**src/rtl/regfan_pkg.sv**
```systemverilog
package regfan_pkg;

  // Strobes that the control sends to the datapath each clock.
  typedef struct packed {
    logic capture;  // valid differential edge while the register is active
    logic rxGate;   // receivers settled: pass the data, else force zero
  } fanCtrl_t;

endpackage

```
**src/rtl/regfan_ctrl.sv**
```systemverilog
module regfan_ctrl
  import regfan_pkg::*;
#(
  parameter int ACT_CYCLES  = 6,
  parameter int SYNC_STAGES = 2
) (
  input  logic     clkP,
  input  logic     clkN,
  input  logic     rstN,
  output fanCtrl_t strb,
  output logic     rxEnabled
);

  localparam int CNT_W = $clog2(ACT_CYCLES + 1);
  localparam logic [CNT_W-1:0] CNT_DONE = CNT_W'(ACT_CYCLES);

  logic [SYNC_STAGES-1:0] syncChain;
  logic                   rstSync;
  logic                   prevN;
  logic                   edgeOk;
  logic [CNT_W-1:0]       settleCnt;

  // Assertion takes effect at once; release walks through the chain.
  always_ff @(posedge clkP or negedge rstN) begin
    if (!rstN) syncChain <= '0;
    else       syncChain <= {syncChain[SYNC_STAGES-2:0], 1'b1};
  end
  assign rstSync = syncChain[SYNC_STAGES-1];

  // Level of the complement clock during the low phase of clkP.
  always_ff @(negedge clkP or negedge rstN) begin
    if (!rstN) prevN <= 1'b0;
    else       prevN <= clkN;
  end
  assign edgeOk = prevN & ~clkN;

  // Receiver settling count, started once the register is active.
  always_ff @(posedge clkP or negedge rstN) begin
    if (!rstN)                              settleCnt <= '0;
    else if (rstSync && settleCnt != CNT_DONE) settleCnt <= settleCnt + 1'b1;
  end

  assign rxEnabled    = (settleCnt == CNT_DONE);
  assign strb.capture = rstSync & edgeOk;
  assign strb.rxGate  = rxEnabled;

  // receivers only come up after the register is active.
  a_r5_rx_after_sync: assert property (@(posedge clkP) disable iff (!rstN)
    rxEnabled |-> rstSync);

  // once on, receivers stay on until reset.
  a_r5_rx_sticky: assert property (@(posedge clkP) disable iff (!rstN)
    rxEnabled |=> rxEnabled);

  // the synchronised release precedes the end of settling.
  a_r4_sync_first: assert property (@(posedge clkP) disable iff (!rstN)
    $rose(rstSync) |-> !rxEnabled);

  // a complement clock still high at the edge never captures.
  a_r2_bad_pair: assert property (@(posedge clkP) disable iff (!rstN)
    clkN |-> !strb.capture);

endmodule

```
**src/rtl/regfan_dp.sv**
```systemverilog
module regfan_dp
  import regfan_pkg::*;
#(
  parameter int DATA_W = 13,
  parameter int LANES  = 2
) (
  input  logic                         clkP,
  input  logic                         rstN,
  input  fanCtrl_t                     strb,
  input  logic [DATA_W-1:0]            dIn,
  output logic [LANES-1:0][DATA_W-1:0] laneQ
);

  logic [DATA_W-1:0] gatedD;

  assign gatedD = strb.rxGate ? dIn : '0;

  // One register per lane so each lane drives its own load.
  for (genvar g = 0; g < LANES; g++) begin : gLane
    always_ff @(posedge clkP or negedge rstN) begin
      if (!rstN)             laneQ[g] <= '0;
      else if (strb.capture) laneQ[g] <= gatedD;
    end
  end

  // lane copies never diverge.
  a_r1_lanes_equal: assert property (@(posedge clkP)
    laneQ[0] == laneQ[LANES-1]);

  // outputs are low while reset is held.
  a_r3_low_in_reset: assert property (@(posedge clkP)
    !rstN |-> laneQ[0] == '0);

  // without a capture strobe the lanes hold.
  a_r2_hold: assert property (@(posedge clkP) disable iff (!rstN)
    !strb.capture |=> $stable(laneQ[0]));

  // a capture before the receivers settle loads zero.
  a_r6_gate_zero: assert property (@(posedge clkP) disable iff (!rstN)
    (strb.capture && !strb.rxGate) |=> laneQ[0] == '0);

endmodule

```
**src/rtl/regfan_buffer.sv**
```systemverilog
module regfan_buffer
  import regfan_pkg::*;
#(
  parameter int DATA_W     = 13,
  parameter int ACT_CYCLES = 6
) (
  input  logic              clkP,
  input  logic              clkN,
  input  logic              rstN,
  input  logic [DATA_W-1:0] dIn,
  output logic [DATA_W-1:0] qA,
  output logic [DATA_W-1:0] qB,
  output logic              rxEnabled
);

  localparam int LANES = 2;

  fanCtrl_t                     strb;
  logic [LANES-1:0][DATA_W-1:0] laneQ;

  regfan_ctrl #(
    .ACT_CYCLES (ACT_CYCLES),
    .SYNC_STAGES(2)
  ) uCtrl (
    .clkP     (clkP),
    .clkN     (clkN),
    .rstN     (rstN),
    .strb     (strb),
    .rxEnabled(rxEnabled)
  );

  regfan_dp #(
    .DATA_W(DATA_W),
    .LANES (LANES)
  ) uDp (
    .clkP (clkP),
    .rstN (rstN),
    .strb (strb),
    .dIn  (dIn),
    .laneQ(laneQ)
  );

  assign qA = laneQ[0];
  assign qB = laneQ[1];

endmodule

```
**config.mk**
```make
export PLATFORM = sky130hd
export DESIGN_NAME = regfan_buffer
export DESIGN_NICKNAME = d
export VERILOG_FILES = /design/src/rtl/regfan_pkg.sv /design/src/rtl/regfan_ctrl.sv /design/src/rtl/regfan_dp.sv /design/src/rtl/regfan_buffer.sv
export SDC_FILE = /design/constraint.sdc
export NUM_CORES = 1
export LEC_CHECK = 0
export ABC_CLOCK_PERIOD_IN_PS = 3500
export CELL_PAD_IN_SITES_DETAIL_PLACEMENT = 2
export CELL_PAD_IN_SITES_GLOBAL_PLACEMENT = 2
export CORE_MARGIN = 2
export CORE_UTILIZATION = 28
export CTS_BUF_LIST = sky130_fd_sc_hd__clkbuf_4
export DETAILED_ROUTE_END_ITERATION = 16
export PLACE_DENSITY = 0.89
export SLEW_MARGIN = 15
export SYNTH_ARGS = -nofsm -noshare
export SYNTH_HDL_FRONTEND = slang
export SYNTH_HIERARCHICAL = 1
export SYNTH_SLANG_ARGS = --single-unit
```
**constraint.sdc**
```tcl
create_clock -name clkP -period 3.5 [get_ports clkP]
set_clock_uncertainty 0.15 [all_clocks]
set_input_delay 0.525 -clock clkP [delete_from_list [all_inputs] [get_ports clkP]]
set_output_delay 0.525 -clock clkP [all_outputs]
set_load 0.05 [all_outputs]
```
-- Yosys cells after proc, flatten, opt, wreduce, memory -nomap -nowiden
Index checks and enable logic that the tools add are counted.
Widths: inputs -> output; s select.
- bits in registers: 19
- word-level logic and storage cells: 12
- add/subtract/negate cells: 1
- equal/unequal tests: 2
- muxes and demuxes: 1
- bitwise operators: 3
- reductions and logical operators: 1
- operators by type and width (kind ; count):
    $mux 13 ; 1
    $add 3x1->3 const B ; 1
    $eq 3x3->1 const B ; 1
    $ne 3x3->1 const B ; 1
    $and 1x1->1 ; 2
    $logic_and 1x1->1 ; 1
    $not 1->1 ; 1

-- Logic depth before layout (Yosys ltp)
- word-level depth: 3
- gate-level depth with buffers: 7

-- Modules after synthesis
Netlist, hierarchy kept.
- modules (own cells, without submodules) (module ; instances ; cells an instance ; area each (µm²) ; seq. area each (µm²)):
    regfan_dp ; 1 ; 69 ; 739.5 ; 325.3
    regfan_ctrl ; 1 ; 20 ; 265.3 ; 150.1

==> impl_metrics.py <==
metrics = {
    "status": {
        "status": "complete, no violations",
    },
    "logic_synthesis": {
        "syn_nets": 107,
        "ys_types": 19,
        "synth_warnings": 6,
        "synth_top_area_share_pct": 44.8,
        "ys_top_cells_by_area": "dfrtp_1 (45%), o21ai_2 (11%), buf_4 (10%)",
        "synthCells": 89,
        "synth_top_area_cell": "dfrtp_1",
        "ys_ff_latch": 19,
        "syn_area_um2": 1000,
        "yosysSeqAreaShare_pct": 47.3,
        "syn_avg_cell_area_um2": 11.3,
    },
    "finish": {
        "fin_nets": 139,
        "instances_no_fill": 166,
        "drive_gt1_share_pct": 24.2,
        "post-route-util_pct": 40.9,
        "syn_to_final_growth_pct": 38.0,
        "antenna_cells": 0,
        "multi_input_area_um2": 314,
        "nFillCells": 340,
        "ff_latch_area_um2": 475,
    },
    "hold_path": {
        "hold_path_class": "register to register",
        "hold_depth": 0,
    },
    "timing": {
        "rsz0062_at_grt": "false",
        "slew_headroom_pct": 66.1,
        "finalSetupViolations": 0,
        "final.setup.tns_ps": 0,
        "finalWorstSetupSlack_ps": 394,
        "worst_pin_slew_ps": 507,
        "slew_viol_final": 0,
        "hold_viol_final": 0,
    },
    "cts": {
        "cts_tree": "built",
        "cts_hold_buf": 0,
        "clkLatencyLatePin_ps": 300,
        "cts_buffers": 3,
        "post_cts_buffers": 0,
        "cts-root-buf": "clkbuf_4",
        "cts_resized": 0,
        "clk_pin_slew_ps": 120,
        "cts_htree_levels": 1,
        "clockBufferDepth": 2,
        "clock_sinks": 19,
    },
    "die": {
        "dieHeight_um": 63.9,
        "fp-row-count": 21,
        "core_um2": 3390,
        "start_util_pct": 29.6,
        "dieWidth_um": 63.9,
        "ioPinCount": 43,
        "die-area_um2": 4080,
    },
    "pwr": {
        "total_power_mw": 1.03,
        "power.density_nw_per_um2": 746,
        "p_leak_nw": 0.568,
        "peakVddDrop_mv": 0.358,
    },
    "critical_path": {
        "crit_buf_inv": 1,
        "cp.depth": 4,
        "arrival_ps": 3190,
        "crit_fanout": 16,
        "path_cells": "and3b_2 > buf_12 > nand3_1 > o21ai_2",
        "cpMaxStageDelayCell": "dfrtn_1",
        "critPathMaxStageDelay_ps": 390,
        "r2r_cells": 4,
        "required_ps": 3580,
        "critPathCaptureType": "register",
        "critPathTopFamily": "simple AND/OR/NAND/NOR gates",
        "worstSetupPathType": "register to register",
        "start_kind": "register",
    },
    "route": {
        "remaining_drc_errors": 0,
        "wl_per_cell_um": 13.8,
        "wirelength_mm": 2.29,
        "via_per_inst": 4.26,
        "vias": 707,
        "ant_nets": 0,
        "firstDrtPassIters": 4,
        "drt_iter0_markers": 18,
    },
    "placed_design": {
        "detailed_place_hpwl_mm": 1.84,
        "gp_congestion": 0.755,
        "dp_cells": 162,
        "port-buffer-count": 42,
        "dp_slack_ps": 379,
    },
    "global_route": {
        "gr-usage-all-layers_pct": 13.2,
        "grt_max_degree": 19,
        "antenna_found_initial": 0,
        "grt_overflow": 0,
        "grt_pass1_wl_mm": 4.13,
        "first_global_vias": 842,
    },
    "job": {
        "maxCapViolCount": 0,
    },
}
-- synthesized netlist by cell type (all sizes together) --
library cell / n
dfrtp: 18
o21ai: 13
a21boi: 1
nor2b: 1
buf: 18
conb: 1
nand3: 13
mux2i: 1
and3b: 1
dfrtn: 1
xnor2: 1
a31oi: 1
and2: 1
ha: 2
a21oi: 1
inv: 15
-- power breakdown --
group          switching (mW)  total [mW]  internal (mW)
Sequential             0.0443       0.318          0.274
Clock                  0.0707       0.113         0.0426
Combinational           0.398       0.603          0.205
-- cell families after synthesis --
logic type | after synthesis | share of synthesized area [%]
AOI/OAI and AO/OA | 16 | 14.3
buffers and inverters | 33 | 21.4
other | 1 | 0.373
adders and majority gates | 2 | 2.49
DFF | 19 | 47.3
and+or+nand+nor | 16 | 12.2
xor gates and xnor gates | 1 | 0.872
muxes | 1 | 0.996
-- layout by cell type (no fill, tap or decap) --
master,instances
nor2b_1,1
clkdlybuf4s50_1,42
dfrtn_1,1
conb_1,1
and2_1,1
buf_12,1
mux2i_1,1
clkbuf_4,3
ha_1,2
a21oi_1,1
buf_4,2
a31oi_1,1
nand3_1,6
xnor2_1,1
nand3_2,7
inv_1,15
a21boi_4,1
dfrtp_1,18
and3b_2,1
clkinv_2,1
o21ai_2,13
-- worst reg2reg max path, delay by kind of cell, from the launching register on --
| kind | cells | cell delay, ps |
|---|---|---|
| AND/OR/NAND/NOR | 2 | 480 |
| flip-flops | 1 | 390 |
| buffers and inverters | 1 | 210 |
| AO/OA/AOI/OAI | 1 | 70 |
-- layer usage --
metal | global-route usage, % | part of all wire, %
met2 | 24.0 | 57
met1 | 14.7 | 38
met5 | 0 | 0
met4 | 6.52 | 1.2
met3 | 2.29 | 3.4
-- cell type report --
cell class	count	area share, %
Sequential cell	19	34.3
Timing Repair Buffer	45	32.9
Multi-Input combinational cell	37	22.7
Tap cell	46	4.15
Inverter	15	4.06
Clock buffer	3	1.62
Clock inverter	1	0.361
-- final timing paths --
path                                              start                      endpoint  slack, ps
max reg2reg                       uCtrl/prevN$_DFF_NN0_      uDp/laneQ[2]$_DFFE_PN0P_        390
min reg2reg                uCtrl/syncChain[0]$_DFF_PN0_  uCtrl/syncChain[1]$_DFF_PN0_        220
max                               uCtrl/prevN$_DFF_NN0_      uDp/laneQ[2]$_DFFE_PN0P_        390
max in group asynchronous                          rstN         uCtrl/prevN$_DFF_NN0_       1160
min in group asynchronous                          rstN      uDp/laneQ[6]$_DFFE_PN0P_        470
min                        uCtrl/syncChain[0]$_DFF_PN0_  uCtrl/syncChain[1]$_DFF_PN0_        220
-- flip-flops by register name, summed over array words and instances, names as in the netlist --
signal and flops:
uCtrl/prevN 1, uCtrl/settleCnt 3, uDp/laneQ 13, uCtrl/syncChain 2
-- through the flow --
step | instance area, um^2 | hold WS [ps]
2_1_floorplan | 1000 | 79.4
4_1_cts | 1390 | 218
5_1_grt | 1390 | 243
3_3_place_gp | 1360 | 182
6_report | 1390 | 219
3_5_place_dp | 1360 | 194
No activity file was read; power rests on OpenSTA's default activity.
